--- config.mk ---
export PLATFORM = sky130hd
export DESIGN_NAME = usbrx_front
export DESIGN_NICKNAME = d
export VERILOG_FILES = /design/src/rtl/usbrx_pkg.sv /design/src/rtl/usbrx_line_sync.sv /design/src/rtl/usbrx_dpll.sv /design/src/rtl/usbrx_nrzi_unstuff.sv /design/src/rtl/usbrx_framer.sv /design/src/rtl/usbrx_front.sv
export SDC_FILE = /design/constraint.sdc
export NUM_CORES = 1
export LEC_CHECK = 0
export ABC_AREA = 1
export BUFFER_PORTS_ARGS = -buffer_cell sky130_fd_sc_hd__buf_2
export CAP_MARGIN = 30
export CORE_ASPECT_RATIO = 1.4
export CORE_MARGIN = 2
export CORE_UTILIZATION = 50
export DETAILED_ROUTE_END_ITERATION = 6
export PLACE_DENSITY_LB_ADDON = 0.05
export RECOVER_POWER = 100
export SYNTH_ARGS = -nofsm -noshare
export SYNTH_HDL_FRONTEND = slang
export SYNTH_SLANG_ARGS = --single-unit
--- constraint.sdc ---
create_clock -name clk -period 1.5 [get_ports clk]
set_input_delay 0.225 -clock clk [delete_from_list [all_inputs] [get_ports clk]]
set_output_delay 0.225 -clock clk [all_outputs]
set_load 0.02 [all_outputs]
--- src/rtl/usbrx_pkg.sv ---
package usbrx_pkg;

   // Classified state of the differential pair
   typedef enum logic [1:0] {
      LS_SE0 = 2'd0,
      LS_J   = 2'd1,
      LS_K   = 2'd2,
      LS_SE1 = 2'd3
   } line_t;

   // Framing state machine
   typedef enum logic [2:0] {
      PK_IDLE,
      PK_SYNC,
      PK_DATA,
      PK_DRAIN,
      PK_EOPW
   } pk_state_t;

   localparam int          BYTE_W    = 8;
   localparam logic [7:0]  SYNC_CODE = 8'h80;

endpackage

--- src/rtl/usbrx_line_sync.sv ---
module usbrx_line_sync
   import usbrx_pkg::*;
#(
   parameter int SYNC_STAGES = 2,
   parameter bit LOW_SPEED   = 1'b0
)(
   input  logic  clk,
   input  logic  rst_n,
   input  logic  dp_i,
   input  logic  dm_i,
   output line_t line_o
);

   if (SYNC_STAGES < 2) begin : g_bad_stages
      $error("usbrx_line_sync: SYNC_STAGES must be at least 2");
   end

   // Idle (J) level of each wire for the chosen speed
   localparam logic IDLE_DP = LOW_SPEED ? 1'b0 : 1'b1;
   localparam logic IDLE_DM = LOW_SPEED ? 1'b1 : 1'b0;

   logic [SYNC_STAGES-1:0] dp_q;
   logic [SYNC_STAGES-1:0] dm_q;
   logic                   dp_s;
   logic                   dm_s;

   always_ff @(posedge clk or negedge rst_n) begin
      if (!rst_n) begin
         dp_q <= {SYNC_STAGES{IDLE_DP}};
         dm_q <= {SYNC_STAGES{IDLE_DM}};
      end else begin
         dp_q <= {dp_q[SYNC_STAGES-2:0], dp_i};
         dm_q <= {dm_q[SYNC_STAGES-2:0], dm_i};
      end
   end

   assign dp_s = dp_q[SYNC_STAGES-1];
   assign dm_s = dm_q[SYNC_STAGES-1];

   if (LOW_SPEED) begin : g_ls_map
      always_comb begin
         unique case ({dp_s, dm_s})
            2'b00:   line_o = LS_SE0;
            2'b01:   line_o = LS_J;
            2'b10:   line_o = LS_K;
            default: line_o = LS_SE1;
         endcase
      end
   end else begin : g_fs_map
      always_comb begin
         unique case ({dp_s, dm_s})
            2'b00:   line_o = LS_SE0;
            2'b10:   line_o = LS_J;
            2'b01:   line_o = LS_K;
            default: line_o = LS_SE1;
         endcase
      end
   end

endmodule

--- src/rtl/usbrx_dpll.sv ---
module usbrx_dpll
   import usbrx_pkg::*;
#(
   parameter int OVERSAMPLE = 4
)(
   input  logic  clk,
   input  logic  rst_n,
   input  line_t line_i,
   output logic  sym_vld_o,
   output line_t sym_o
);

   if (OVERSAMPLE < 3) begin : g_bad_ovs
      $error("usbrx_dpll: OVERSAMPLE must be at least 3");
   end

   localparam int            CW     = $clog2(OVERSAMPLE);
   localparam logic [CW-1:0] CENTRE = CW'(OVERSAMPLE / 2);
   localparam logic [CW-1:0] LAST   = CW'(OVERSAMPLE - 1);

   line_t         prev_q;
   logic [CW-1:0] cnt_q;
   logic [CW-1:0] phase;
   logic          chg;

   // A change of line state marks phase zero of a new symbol
   always_comb begin
      chg   = (line_i != prev_q);
      phase = chg ? '0 : cnt_q;
   end

   always_ff @(posedge clk or negedge rst_n) begin
      if (!rst_n) begin
         prev_q    <= LS_J;
         cnt_q     <= '0;
         sym_vld_o <= 1'b0;
         sym_o     <= LS_J;
      end else begin
         prev_q    <= line_i;
         cnt_q     <= (phase == LAST) ? '0 : phase + 1'b1;
         sym_vld_o <= (phase == CENTRE);
         sym_o     <= line_i;
      end
   end

endmodule

--- src/rtl/usbrx_nrzi_unstuff.sv ---
module usbrx_nrzi_unstuff
   import usbrx_pkg::*;
#(
   parameter int STUFF_RUN = 6
)(
   input  logic  clk,
   input  logic  rst_n,
   input  logic  clear_i,
   input  logic  sym_vld_i,
   input  line_t sym_i,
   output logic  bit_vld_o,
   output logic  bit_o,
   output logic  stuff_err_o,
   output logic  se0_o,
   output logic  j_o
);

   if (STUFF_RUN < 1) begin : g_bad_run
      $error("usbrx_nrzi_unstuff: STUFF_RUN must be positive");
   end

   localparam int OW = $clog2(STUFF_RUN + 1);
   localparam logic [OW-1:0] RUN_MAX = OW'(STUFF_RUN);

   line_t         level_q;
   logic [OW-1:0] ones_q;
   logic          is_data;
   logic          dec;

   always_comb begin
      is_data = (sym_i == LS_J) || (sym_i == LS_K);
      dec     = (sym_i == level_q);
   end

   always_ff @(posedge clk or negedge rst_n) begin
      if (!rst_n) begin
         level_q     <= LS_J;
         ones_q      <= '0;
         bit_vld_o   <= 1'b0;
         bit_o       <= 1'b0;
         stuff_err_o <= 1'b0;
         se0_o       <= 1'b0;
         j_o         <= 1'b0;
      end else begin
         bit_vld_o   <= 1'b0;
         stuff_err_o <= 1'b0;
         se0_o       <= 1'b0;
         j_o         <= 1'b0;
         if (sym_vld_i) begin
            se0_o <= (sym_i == LS_SE0);
            j_o   <= (sym_i == LS_J);
            if (is_data) begin
               level_q <= sym_i;
               if (clear_i) begin
                  ones_q    <= '0;
                  bit_vld_o <= 1'b1;
                  bit_o     <= dec;
               end else if (ones_q == RUN_MAX) begin
                  ones_q      <= '0;
                  stuff_err_o <= dec;
               end else begin
                  ones_q    <= dec ? ones_q + 1'b1 : '0;
                  bit_vld_o <= 1'b1;
                  bit_o     <= dec;
               end
            end
         end
      end
   end

endmodule

--- src/rtl/usbrx_framer.sv ---
module usbrx_framer
   import usbrx_pkg::*;
(
   input  logic              clk,
   input  logic              rst_n,
   input  logic              bit_vld_i,
   input  logic              bit_i,
   input  logic              stuff_err_i,
   input  logic              se0_i,
   input  logic              j_i,
   output logic              clear_o,
   output logic              rx_active_o,
   output logic              rx_valid_o,
   output logic [BYTE_W-1:0] rx_data_o,
   output logic              rx_error_o
);

   localparam int               CNT_W    = $clog2(BYTE_W);
   localparam logic [CNT_W-1:0] LAST_BIT = CNT_W'(BYTE_W - 1);

   pk_state_t         state_q;
   logic [BYTE_W-1:0] sh_q;
   logic [BYTE_W-1:0] sh_nxt;
   logic [CNT_W-1:0]  cnt_q;

   assign sh_nxt  = {bit_i, sh_q[BYTE_W-1:1]};
   assign clear_o = (state_q == PK_IDLE) || (state_q == PK_DRAIN) ||
                    (state_q == PK_EOPW);

   always_ff @(posedge clk or negedge rst_n) begin
      if (!rst_n) begin
         state_q     <= PK_IDLE;
         sh_q        <= '0;
         cnt_q       <= '0;
         rx_active_o <= 1'b0;
         rx_valid_o  <= 1'b0;
         rx_data_o   <= '0;
         rx_error_o  <= 1'b0;
      end else begin
         rx_valid_o <= 1'b0;
         rx_error_o <= 1'b0;
         unique case (state_q)
            PK_IDLE: begin
               if (bit_vld_i && !bit_i) begin
                  sh_q    <= sh_nxt;
                  cnt_q   <= CNT_W'(1);
                  state_q <= PK_SYNC;
               end
            end
            PK_SYNC: begin
               if (se0_i) begin
                  rx_error_o <= 1'b1;
                  state_q    <= PK_EOPW;
               end else if (bit_vld_i) begin
                  sh_q <= sh_nxt;
                  if (cnt_q == LAST_BIT) begin
                     cnt_q <= '0;
                     if (sh_nxt == SYNC_CODE) begin
                        rx_active_o <= 1'b1;
                        state_q     <= PK_DATA;
                     end else begin
                        rx_error_o <= 1'b1;
                        state_q    <= PK_DRAIN;
                     end
                  end else begin
                     cnt_q <= cnt_q + 1'b1;
                  end
               end
            end
            PK_DATA: begin
               if (stuff_err_i) begin
                  rx_error_o <= 1'b1;
                  state_q    <= PK_DRAIN;
               end else if (se0_i) begin
                  rx_error_o <= (cnt_q != '0);
                  state_q    <= PK_EOPW;
               end else if (bit_vld_i) begin
                  sh_q <= sh_nxt;
                  if (cnt_q == LAST_BIT) begin
                     cnt_q      <= '0;
                     rx_data_o  <= sh_nxt;
                     rx_valid_o <= 1'b1;
                  end else begin
                     cnt_q <= cnt_q + 1'b1;
                  end
               end
            end
            PK_DRAIN: begin
               if (se0_i) begin
                  state_q <= PK_EOPW;
               end
            end
            PK_EOPW: begin
               if (j_i) begin
                  rx_active_o <= 1'b0;
                  cnt_q       <= '0;
                  state_q     <= PK_IDLE;
               end
            end
            default: state_q <= PK_IDLE;
         endcase
      end
   end

endmodule

--- src/rtl/usbrx_front.sv ---
module usbrx_front
   import usbrx_pkg::*;
#(
   parameter int OVERSAMPLE  = 4,
   parameter int SYNC_STAGES = 2,
   parameter int STUFF_RUN   = 6,
   parameter bit LOW_SPEED   = 1'b0
)(
   input  logic       clk,
   input  logic       rst_n,
   input  logic       line_dp,
   input  logic       line_dm,
   output logic       rx_active,
   output logic       rx_valid,
   output logic [7:0] rx_data,
   output logic       rx_error
);

   line_t line_s;
   logic  sym_vld;
   line_t sym;
   logic  clear;
   logic  bit_vld;
   logic  bit_val;
   logic  stuff_err;
   logic  se0_seen;
   logic  j_seen;

   usbrx_line_sync #(
      .SYNC_STAGES (SYNC_STAGES),
      .LOW_SPEED   (LOW_SPEED)
   ) u_sync (
      .clk    (clk),
      .rst_n  (rst_n),
      .dp_i   (line_dp),
      .dm_i   (line_dm),
      .line_o (line_s)
   );

   usbrx_dpll #(
      .OVERSAMPLE (OVERSAMPLE)
   ) u_dpll (
      .clk       (clk),
      .rst_n     (rst_n),
      .line_i    (line_s),
      .sym_vld_o (sym_vld),
      .sym_o     (sym)
   );

   usbrx_nrzi_unstuff #(
      .STUFF_RUN (STUFF_RUN)
   ) u_dec (
      .clk         (clk),
      .rst_n       (rst_n),
      .clear_i     (clear),
      .sym_vld_i   (sym_vld),
      .sym_i       (sym),
      .bit_vld_o   (bit_vld),
      .bit_o       (bit_val),
      .stuff_err_o (stuff_err),
      .se0_o       (se0_seen),
      .j_o         (j_seen)
   );

   usbrx_framer u_frm (
      .clk         (clk),
      .rst_n       (rst_n),
      .bit_vld_i   (bit_vld),
      .bit_i       (bit_val),
      .stuff_err_i (stuff_err),
      .se0_i       (se0_seen),
      .j_i         (j_seen),
      .clear_o     (clear),
      .rx_active_o (rx_active),
      .rx_valid_o  (rx_valid),
      .rx_data_o   (rx_data),
      .rx_error_o  (rx_error)
   );

endmodule

### After elaboration in Yosys (flattened, before gate mapping)

Cells that the tools add are included.

* register bits: 44
* input bits: 4
* memories: 0
* RAM bits: 0
* word-level logic and storage cells: 123
* output and inout port bits: 11
* memory bits (read-only): 0
* bits in latches: 0

* reductions and logical operators: 19
* divide/modulo/power cells: 0
* magnitude comparators: 0
* eq/ne operators: 25
* shift operators: 0
* $add $sub $neg: 3
* multipliers: 0
* bitwise operators: 2
* multiplexer cells: 55

Operators with widths (number)
* $mux 3: 14
* $mux 8: 4
* $mux 1: 29
* $pmux 8 s3: 1
* $pmux 3 s5: 1
* $ne 2x2->1 const B: 6
* $pmux 3 s4: 1
* $eq 3x3->1 const B: 3
* $eq 2x2->1 const B: 4
* $eq 8x8->1 const B: 1
* $reduce_and 4->1: 2
* $add 3x1->3 const B: 2
* $eq 3x2->1 const B: 2
* $pmux 2 s3: 1
* $reduce_and 3->1: 2
* $reduce_and 6->1: 1
* $reduce_bool 3->1: 2
* $reduce_and 5->1: 1
* $eq 2x1->1 const B: 2
* $logic_not 2->1: 2
* $mux 2: 2
* $ne 2x1->1 const B: 2
* $pmux 1 s2: 2
* $reduce_bool 4->1: 1
* other kinds (13): 16

### Longest topological paths before layout

Gate-level depths: netlist of the first run.

* word-level depth: 6
* mapped depth: 9
* gate-level depth less buffers: 9

### Hierarchy

A second synthesis of the first run with hierarchy kept.

* cells, all modules: 247
* area, all modules: 2153.3 um^2

By module, submodules not included
* usbrx_framer: area each 1346.3 um^2, cells each 162, times used 1
* usbrx_nrzi_unstuff: area each 505.5 um^2, cells each 61, times used 1
* usbrx_dpll: area each 191.4 um^2, cells each 18, times used 1
* usbrx_line_sync: area each 110.1 um^2, cells each 6, times used 1

### Worst setup path before layout of the first run

No wires, ideal clock.

* path kind: flip-flop to flip-flop
* start: register u_dpll.prev_q[0] (netlist name)
* end: register u_dec.ones_q[2]
* data required time: 1.376 ns
* setup slack: -0.008 ns
* cell stages (with the launch flop): 8
* arrival time: 1.384 ns
* path through: dfstp_2 -> inv_1 -> ha_1 -> nand2_1 -> inv_1 -> a21o_1 -> nand3_1 -> a21oi_1

RTL lines
* end signal: assignment: RTL line usbrx_nrzi_unstuff.sv:62 `ones_q <= dec ? ones_q + 1'b1 : '0;`
* end: declaration: RTL line usbrx_nrzi_unstuff.sv:26 `logic [OW-1:0] ones_q;`

### Worst setup path in the final report of the first run

* start: register u_frm.cnt_q[0]
* end: register u_frm.cnt_q[0]

* longest elaborated chain between the ends: 6
* elaborated cells on any way between the ends: 7
* classes of those cells: add/sub: 1; eq/ne: 1; mux: 5

Ends and longest elaborated chain
* start: declaration: RTL line usbrx_framer.sv:24 `logic [CNT_W-1:0] cnt_q;`
* start signal: assignment: RTL line usbrx_framer.sv:66 `cnt_q <= cnt_q + 1'b1;`
* start signal: assignment: RTL line usbrx_framer.sv:84 `cnt_q <= cnt_q + 1'b1;`
* $add 3x1->3 / $eq 3x3->1 (equally long branches)
* $mux 3: RTL line usbrx_framer.sv:56, usbrx_framer.sv:79
* $mux 3: RTL line usbrx_framer.sv:77 `end else if (bit_vld_i) begin`
* $mux 3 *: RTL line usbrx_framer.sv:74 `end else if (se0_i) begin`
* $mux 3: RTL line usbrx_framer.sv:71 `if (stuff_err_i) begin`
* $pmux 3 s4 *: RTL line usbrx_framer.sv:42 `unique case (state_q)`

Mark *: on every way between the ends. The rest lies on a longest branch, timed or not. The select of a mux whose other input is x is not followed.
A chain may end at the register's enable or synchronous reset.

==> summary.md, run 1 <==
| Metric | Value |
|---|---|
| Outcome | `finished, final reports clean` |
| Final Cell Area | `2330 µm²` |
| Final Cycle Share | `94.5%` |
| Largest net degree at the start of global routing | `44` |
| Initial antenna violation count | `0` |
| WS Path Type | `reg2reg` |
| Total CTS buffers | `5` |
| Reg2reg end | `u_frm.cnt_q[0]` |
| Layout cells sized above 1 | `16.8%` |
| H-tree depth | `2` |
| Clock-pin transition on the worst setup and hold timing paths | `0.08 ns` |
| Clk root buf | `clkbuf_8` |
| Die ar. | `4620 µm²` |
| Clock tree sinks | `43` |
| P per Cell Area | `1530 nW/µm²` |
| Drc violations | `0` |
| Die height | `79.7 µm` |
| Placed Area | `2220 µm²` |
| Most frequent cells after synthesis | `72 x nand2_1, 39 x dfrtp_1, 32 x inv_1` |
| Buffers & Inverters on Critical Path | `0` |
| Synthesis-to-layout area growth | `14.1%` |
| Critical R2R Launch | `u_frm.cnt_q[0]` |
| RSZ-0062 raised after global routing | `false` |
| Syn. warnings | `0` |
| Final net count | `279` |
| CP dominant cell by count | `ha_1` |
| Final min period | `1.42 ns` |
| Clock Latency Late Sink | `0.30 ns` |
| MaxCap Viol Count | `0` |
| Diode count | `0` |
| Overflow after GRT | `0` |
| Max-slew headroom | `62.5%` |
| Internal power | `0.00219 W` |
| Number of synthesized flops with an enable pin | `0` |
| First-pass GRT wire length | `5790 µm` |
| Leakage | `1.22 nW` |
| CP Cell Sequence | `ha_1 -> ha_1 -> or2_2 -> a21oi_2 -> nand3_1 -> nand2_1` |
| Seq pwr share | `43.0%` |
| Final Wtd Congestion | `0.881` |
| Slowest stage cell, crit path | `dfrtp_1` |
| Main synth FF type | `dfrtp_1` |
| Hold Crit Endpoint | `u_sync.dp_q[0]` |
| Initial Util | `52.2%` |
| Mapped Nets | `250` |
| Min setup slack post-route | `0.0823 ns` |
| FF-to-FF setup slack | `0.08 ns` |
| Overall Power | `0.00357 W` |
| Final number of setup-violating endpoints | `0` |
| Crit-path max FO | `3` |
| Vias per Instance | `4.92` |
| CP peak stage delay | `0.40 ns` |
| Final TNS setup | `0 ns` |
| Cell family with the largest share of critical-path delay | `simple AND/OR/NAND/NOR gates` |
| Worst VDD drop | `1.20 mV` |
| Initial DRC Count | `40` |
| Power share of the clock group | `20.0%` |
| WHS Path Cells | `1` |
| Port-buffer cells | `14` |
| Required @ worst endpoint | `1.75 ns` |
| Global-route usage over all layers | `16.9%` |
| Synth Register Bits | `43` |
| Share of the synthesized area in the top cell type | `47.7%` |
| Sequential-to-total area share from yosys stat | `52.9%` |
| DRT Pass-1 Iters | `4` |
| Clock skew | `0.00753 ns` |
| Worst slew pin tran | `0.562 ns` |
| Hold Path Origin | `line_dp` |
| Vias in the first global route | `1369` |
| Achievable Freq | `705 MHz` |
| Most numerous cell in the Yosys netlist | `nand2_1` |
| DR WL/cell | `11.5 µm` |
| Post-place setup slack | `0.0315 ns` |
| Core footprint | `3920 µm²` |
| CTS tree | `done` |
| Post-Syn Instances | `238` |
| CP endpoint kind | `register` |
| DRT antenna net count | `0` |
| Synth area leader | `dfrtp_1` |
| Asr flop ratio synth | `100%` |
| CTS Buffer Depth | `2` |
| Die X-Extent | `58.0 µm` |
| Syn avg cell area | `8.59 µm²` |
| WHS | `0.0262 ns` |
| Psw | `0.00137 W` |
| Row count | `27` |
| Final hold vios | `0` |
| Post-DP HPWL | `2520 µm` |
| Hold Crit Class | `in2reg` |
| Synthesized cell area | `2040 µm²` |
| Final Max Tran Viols | `0` |
| R2r worst-path depth | `6` |
| Sw Ratio | `38.5%` |
| Netlist cell types | `30` |
| Synth area leaders | `dfrtp_1 48%, nand2_1 13%, inv_1 5.9%, dfstp_2 5.1%, ha_1 4.9%` |
| Comb power frac | `37.0%` |
| CP arrival | `1.66 ns` |
| CP startpoint kind | `register` |
| Via count | `1531` |
| I/O pin count | `15` |
| DRT Wirelength | `3570 µm` |
==> repair_timing <==
| item | CTS | global route |
|---|---|---|
| hold buffers | 1 | 0 |
| hold endpoints to repair | 39 | 0 |
| setup endpoints to repair | 0 | 14 |
| buffers inserted | 0 | 1 |
| resized for setup | 0 | 7 |
==> flip-flops by register name, summed over array words and instances, names as in the netlist, 2 cells and up <==
| signal | flops |
|---|---|
| u_frm.state_q | 3 |
| u_dpll.prev_q | 2 |
| u_sync.dm_q | 2 |
| u_dec.level_q | 2 |
| u_frm.sh_q | 7 |
| u_frm.cnt_q | 3 |
| u_frm.rx_data_o | 8 |
| u_sync.dp_q | 2 |
| u_dec.ones_q | 3 |
| u_dpll.cnt_q | 2 |
==> placed cells by master, fill, tap and decap left out, types with 7 or more instances in the layout <==
cell and instances:
clkbuf_1 13, dfrtp_1 37, ha_1 8, inv_1 30, inv_2 7, nand2_1 71, nand3_1 20, nor2_1 12
o21ai_0 11
==> worst max-delay path by stage <==
stage / cells after the start / startpoint / slack [ns] / endpoint
2_1_floorplan: 7 / u_dpll.prev_q[0] / 0.04 / u_dec.ones_q[2]
3_3_place_gp: 7 / u_dpll.prev_q[0] / 0.08 / u_dec.ones_q[2]
3_5_place_dp: 7 / u_frm.cnt_q[0] / 0.03 / u_frm.rx_data_o[2]
4_1_cts: 7 / u_frm.cnt_q[0] / 0.02 / u_frm.rx_data_o[2]
5_1_grt: 7 / u_dpll.prev_q[0] / 0.005 / u_dec.bit_o
6_report: 6 / u_frm.cnt_q[0] / 0.08 / u_frm.cnt_q[0]
==> layout make-up <==
type | instances | area [µm²]
Multi-Input combinational cell | 156 | 845
Sequential cell | 43 | 1080
Clock buffer | 6 | 72.6
Fill cell | 362 | 1590
Clock inverter | 2 | 12.5
Tap cell | 43 | 53.8
Inverter | 37 | 139
Timing Repair Buffer | 24 | 128
==> power groups by stage <==
| stage | Clock [W] | Combinational [W] | Sequential [W] |
|---|---|---|---|
| after global placement | 0 | 0.00130 | 0.00155 |
| after CTS | 0.000745 | 0.00131 | 0.00153 |
| after detailed placement | 0 | 0.00131 | 0.00155 |
| final | 0.000715 | 0.00132 | 0.00153 |
| after global routing | 0.000789 | 0.00153 | 0.00156 |
| after floorplan | 0 | 0.00100 | 0.00154 |
==> per-stage QoR <==
stage | utilization, % | cells
after global routing | 59.5 | 311
after detailed placement | 56.6 | 299
after global placement | 56.6 | 299
after CTS | 59.1 | 308
after floorplan | - | 238
final | 59.5 | 311
==> kinds of logic after synthesis <==
family                   synth area share [%]
adder cells (fa/ha/maj)                  4.90
AND/OR/NAND/NOR                          26.3
flip-flops                               52.9
AO/OA/AOI/OAI                            7.16
XOR/XNOR                                0.857
buffers and inverters                    7.96
==> routing by layer <==
layer,GRT usage [%],wire length (µm),vias to the layer above
li1,-,-,807
met1,19.1,1600,702
met2,28.6,1780,17
met3,5.35,123,5
met4,7.67,65,0
met5,0,0,-
Power figures use the tool's default switching activity.
==> run 2: changes to the inputs <==
==> constraint.sdc (replaced) <==
create_clock -name clk -period 1.5 [get_ports clk]
set_input_delay 0.225 -clock clk [delete_from_list [all_inputs] [get_ports clk]]
set_output_delay 0.225 -clock clk [all_outputs]
set_load 0.05 [all_outputs]
==> run 2 against run 1 <==
Effect of this change: clock skew unchanged; combinational power hardly changed; total power is 0.95% higher; cell count unchanged; critical endpoint unchanged; sequential share of layout area about the same; flip-flop and latch count stayed put; largest cell class unchanged; worst hold slack is the same; sequential power is essentially flat.
==> summary.md, run 2 (synthesis gave the netlist of run 1 again) <==
| Metric | Value |
|---|---|
| CP arrival | `1.66 ns` |
| Clk root buf | `clkbuf_8` |
| Achievable Freq | `705 MHz` |
| Worst VDD drop | `1.20 mV` |
| CP startpoint kind | `register` |
| Via count | `1531` |
| Vias in the first global route | `1369` |
| Clock tree sinks | `43` |
| DR WL/cell | `11.5 µm` |
| Vias per Instance | `4.92` |
| H-tree depth | `2` |
| Initial antenna violation count | `0` |
| Power share of the clock group | `19.8%` |
| Core footprint | `3920 µm²` |
| Clock Latency Late Sink | `0.30 ns` |
| Clock skew | `0.00753 ns` |
| Most frequent cells in the layout | `71 x nand2_1, 37 x dfrtp_1, 30 x inv_1` |
| Die height | `79.7 µm` |
| Top reg by flops | `u_frm.rx_data_o` |
| Required @ worst endpoint | `1.75 ns` |
| Synthesis-to-layout area growth | `14.2%` |
| Overflow after GRT | `0` |
| Final non-filler cell total | `311` |
| Die ar. | `4620 µm²` |
| Global-route usage over all layers | `16.9%` |
| First-pass GRT wire length | `5790 µm` |
| WS Path Type | `reg2reg` |
| Final hold vios | `0` |
| Largest net degree at the start of global routing | `44` |
| Layout cells sized above 1 | `17.2%` |
| Final net count | `279` |
| Final Wtd Congestion | `0.881` |
| RSZ-0062 raised after global routing | `false` |
| Worst slew pin tran | `0.592 ns` |
| Largest register FFs | `8` |
| Outcome | `finished, final reports clean` |
| Min setup slack post-route | `0.0823 ns` |
| DRT Wirelength | `3570 µm` |
| DRT Pass-1 Iters | `4` |
| Drc violations | `0` |
| Final min period | `1.42 ns` |
| Internal power | `0.00219 W` |
| Post-DP HPWL | `2520 µm` |
| Sw Ratio | `39.1%` |
| Post-place setup slack | `0.0315 ns` |
| Leakage | `1.22 nW` |
| P per Cell Area | `1540 nW/µm²` |
| Row count | `27` |
| Max-slew headroom | `60.7%` |
| Diode count | `0` |
| Final TNS setup | `0 ns` |
| CTS Buffer Depth | `2` |
| Initial DRC Count | `40` |
| Psw | `0.00141 W` |
| Hold Crit Class | `in2reg` |
| Placed Cells incl. Taps | `299` |
| Total CTS buffers | `5` |
| Comb power frac | `37.6%` |
| Clock-pin transition on the worst setup and hold timing paths | `0.08 ns` |
| MaxCap Viol Count | `0` |
| CP endpoint kind | `register` |
| Initial Util | `52.2%` |
| Final Max Tran Viols | `0` |
| Port-buffer cells | `14` |
| Largest regs | `u_frm.rx_data_o: 8 flops, u_frm.sh_q: 7 flops` |
| Final number of setup-violating endpoints | `0` |
| Most common cell after layout, fill and taps aside | `nand2_1` |
| DRT antenna net count | `0` |
| Crit-path max FO | `3` |
| Final Cycle Share | `94.5%` |
| Seq pwr share | `42.6%` |
| Die X-Extent | `58.0 µm` |
| I/O pin count | `15` |
| CTS tree | `done` |
-- run 2: stage by stage --
stage                     hold WS [ns]  total power (W)  utilization (%)  instance area (µm²)
after floorplan                -0.0706          0.00258                -                 2050
after global placement           0.217          0.00289             56.6                 2220
after detailed placement         0.217          0.00289             56.6                 2220
after CTS                       0.0178          0.00362             59.1                 2310
after global routing           0.00593          0.00391             59.6                 2330
final                           0.0262          0.00360             59.6                 2330
-- run 2: final cells by class --
cell class                 instances  area [µm²]
clock buffer                       6        72.6
multi-input combinational        156         845
clock inverter                     2        12.5
inverter                          37         139
fill                             361        1580
sequential                        43        1080
timing repair buffer              24         129
tap                               43        53.8
-- run 2: power groups by stage --
stage	clock network, W	logic [W]	registers [W]
after floorplan	0	0.00100	0.00157
after global placement	0	0.00134	0.00155
after detailed placement	0	0.00134	0.00155
after CTS	0.000745	0.00135	0.00153
after global routing	0.000789	0.00156	0.00156
final	0.000715	0.00135	0.00153
-- run 2: layer usage --
| metal | vias to the layer above | routed length (µm) | track usage [%] |
|---|---|---|---|
| met5 | - | 0 | 0 |
| met4 | 0 | 65 | 7.67 |
| met3 | 5 | 122 | 5.35 |
| met2 | 17 | 1780 | 28.6 |
| met1 | 702 | 1600 | 19.1 |
| li1 | 807 | - | - |
-- run 2: worst paths after layout --
check	from	end	slack, ns	cells after the start
max	u_frm.cnt_q[0]	u_frm.cnt_q[0]	0.08	6
max reg2reg	u_frm.cnt_q[0]	u_frm.cnt_q[0]	0.08	6
max in group asynchronous	rst_n	u_frm.state_q[0]	0.51	3
min reg2reg	u_sync.dm_q[0]	u_sync.dm_q[1]	0.36	0
min	line_dp	u_sync.dp_q[0]	0.03	1
min in group asynchronous	rst_n	u_frm.rx_active_o	0.56	3
-- run 2: critical path, cell delays in order (launching register included) --
cell     delay [ns]
dfrtp_1        0.40
ha_1           0.20
ha_1           0.20
or2_2          0.29
a21oi_2        0.13
nand3_1        0.08
nand2_1        0.07
-- run 2: repair_timing --
action                                  4_1_cts  5_1_grt
resized for setup                             0        7
hold buffers                                  1        0
buffers inserted                              0        1
endpoints found under the setup margin        0       14
hold endpoints to repair                     39        0
==> run 3: changes to the inputs <==
SYNTH_HIERARCHICAL = 1   (was not set)
clock period = 1.3 ns   (was 1.5 ns; I/O delays follow)
==> run 3 against run 2 <==
Effect of this change: the run now ends with setup timing left; final area grew 19%; clock skew shrank 0.0019 ns; wire length grew 20%; via count grew 11%; critical path type unchanged.
==> summary.md, run 3 <==
| Metric | Value |
|---|---|
| Post-Syn Instances | `247` |
| Cell family with the largest share of critical-path delay | `flip-flops` |
| Clock-pin transition on the worst setup and hold timing paths | `0.08 ns` |
| Required @ worst endpoint | `1.49 ns` |
| Clock skew | `0.00563 ns` |
| Largest regs | `u_frm/rx_data_o: 8 flops, u_frm/sh_q: 7 flops` |
| Most numerous cell in the Yosys netlist | `nand2_1` |
| Top reg by flops | `u_frm/rx_data_o` |
| Buffers & Inverters on Critical Path | `3` |
| WHS | `0.359 ns` |
| Filler Cell Count | `334` |
| Mapped Nets | `259` |
| Final Max Tran Viols | `0` |
| Core footprint | `4170 µm²` |
| Most frequent cells in the layout | `66 x nand2_1, 36 x dfrtp_1, 32 x inv_1` |
| Clock tree sinks | `43` |
| Global-route usage over all layers | `18.3%` |
| Hold Crit Class | `reg2reg` |
| Comb power frac | `42.4%` |
| CP startpoint kind | `register` |
| H-tree depth | `2` |
| P per Cell Area | `1570 nW/µm²` |
| Achievable Freq | `741 MHz` |
| Max-slew headroom | `61.3%` |
| CTS Buffer Depth | `2` |
| Synth area leader | `dfrtp_1` |
| Largest register FFs | `8` |
| Vias in the first global route | `1573` |
| CTS tree | `done` |
| Internal power | `0.00268 W` |
| Worst slew pin tran | `0.581 ns` |
| CP arrival | `1.54 ns` |
| Seq pwr share | `38.6%` |
| Drc violations | `0` |
| Diode count | `0` |
| CP endpoint kind | `register` |
| Final hold vios | `0` |
| Number of synthesized flops with an enable pin | `0` |
| Min setup slack post-route | `-0.0488 ns` |
| Initial DRC Count | `48` |
| Sw Ratio | `38.9%` |
| Final number of setup-violating endpoints | `7` |
| Core Util, Final | `66.9%` |
| DRT Wirelength | `4300 µm` |
| Power share of the clock group | `19.0%` |
| Syn. warnings | `6` |
| Die ar. | `4860 µm²` |
| Asr flop ratio synth | `100%` |
| Synth area leaders | `dfrtp_1 45%, nand2_1 13%, inv_1 5.9%, dfstp_2 4.9%, ha_1 4.6%` |
| Main synth FF type | `dfrtp_1` |
| Die X-Extent | `59.5 µm` |
| Final net count | `311` |
| Row count | `28` |
| Final Cycle Share | `104%` |
| Synth Register Bits | `43` |
| Final TNS setup | `-0.159 ns` |
| MaxCap Viol Count | `0` |
| Die height | `81.7 µm` |
| DRT Pass-1 Iters | `4` |
| Final Wtd Congestion | `0.839` |
| DR WL/cell | `12.4 µm` |
| Slowest stage cell, crit path | `dfstp_2` |
| Synthesized cell area | `2150 µm²` |
| CP peak stage delay | `0.56 ns` |
| Psw | `0.00171 W` |
| Outcome | `complete, but fails checks` |
| RSZ-0062 raised after global routing | `true` |
| Worst VDD drop | `1.06 mV` |
| Overflow after GRT | `0` |
| Netlist cell types | `32` |
| Leakage | `1.48 nW` |
| Final min period | `1.35 ns` |
| Clock Latency Late Sink | `0.29 ns` |
| Failing checks | `setup timing` |
| Sequential-to-total area share from yosys stat | `50.2%` |
| Initial Util | `51.7%` |
| WS Path Type | `reg2reg` |
| Most common cell after layout, fill and taps aside | `nand2_1` |
| Via count | `1694` |
| CP Cell Sequence | `inv_2 -> ha_4 -> nand2_8 -> clkinv_4 -> a21o_1 -> inv_1 -> a21oi_2` |
| Most frequent cells after synthesis | `74 x nand2_1, 39 x dfrtp_1, 34 x inv_1` |
| Post-DP HPWL | `2850 µm` |
| Vias per Instance | `4.91` |
| DRT antenna net count | `0` |
| Syn avg cell area | `8.72 µm²` |
| Layout cells sized above 1 | `40.3%` |
| Crit-path max FO | `6` |
| Synthesis-to-layout area growth | `29.5%` |
| First-pass GRT wire length | `6710 µm` |
| Total CTS buffers | `5` |
| I/O pin count | `15` |
| Largest net degree at the start of global routing | `44` |
| Port-buffer cells | `14` |
| Share of the synthesized area in the top cell type | `45.3%` |
| Initial antenna violation count | `0` |
| Clk root buf | `clkbuf_8` |
## run 3: cells by family after synthesis
family / Yosys count / share of synthesized area, %
AND/OR/NAND/NOR: 122 / 26.7
buffers and inverters: 45 / 9.53
flip-flops: 43 / 50.2
AO/OA/AOI/OAI: 28 / 8.48
adder cells (fa/ha/maj): 8 / 4.65
XOR/XNOR: 1 / 0.407
## run 3: stage by stage
stage | power (W) | std cells | instance area [µm²] | setup WS, ns
final | 0.00439 | 345 | 2790 | -0.0488
after floorplan | 0.00291 | 247 | 2190 | -0.0126
after global placement | 0.00325 | 323 | 2450 | -0.0660
after CTS | 0.00433 | 339 | 2660 | -0.0685
after detailed placement | 0.00327 | 323 | 2450 | -0.0836
after global routing | 0.00474 | 345 | 2790 | -0.109
## run 3: metal layers
layer | share of wire, % | track usage [%] | routed length [µm] | vias up
li1 | - | - | - | 865
met1 | 41 | 20.9 | 1770 | 806
met2 | 56 | 33.2 | 2410 | 19
met3 | 1.7 | 3.78 | 74 | 4
met4 | 0.98 | 6.14 | 42 | 0
met5 | 0 | 0 | 0 | -
## run 3: final timing paths
kind / from / endpoint / slack, ns / depth (start not counted)
max: u_dpll/sym_o[0] / u_dec/ones_q[2] / -0.05 / 7
min reg2reg: u_sync/dm_q[0] / u_sync/dm_q[1] / 0.36 / 0
max in group asynchronous: rst_n / u_frm/state_q[0] / 0.32 / 3
min: u_sync/dm_q[0] / u_sync/dm_q[1] / 0.36 / 0
min in group asynchronous: rst_n / u_frm/rx_error_o / 0.55 / 3
max reg2reg: u_dpll/sym_o[0] / u_dec/ones_q[2] / -0.05 / 7
## run 3: area by class of cell
type	count	area, µm²	share of cell area (%)
timing repair buffer	49	368	13.2
clock inverter	2	12.5	0.449
multi-input combinational	161	1040	37.4
sequential	43	1080	38.9
tap	45	56.3	2.02
clock buffer	6	72.6	2.60
inverter	39	151	5.43
## run 3: power groups by stage
stage | clock network (W) | registers [W] | logic [W]
finish | 0.000833 | 0.00169 | 0.00186
global route | 0.000912 | 0.00172 | 0.00210
CTS | 0.000865 | 0.00169 | 0.00177
detailed placement | 0 | 0.00172 | 0.00154
global placement | 0 | 0.00172 | 0.00153
floorplan | 0 | 0.00168 | 0.00123
## run 3: timing repair
item                       CTS  global route
setup endpoints to repair   26            31
cloned                       1             1
hold endpoints to repair    41             0
resized for setup           19            23
hold buffers                 3             0
buffers inserted             4             5
pin swaps                   10            13
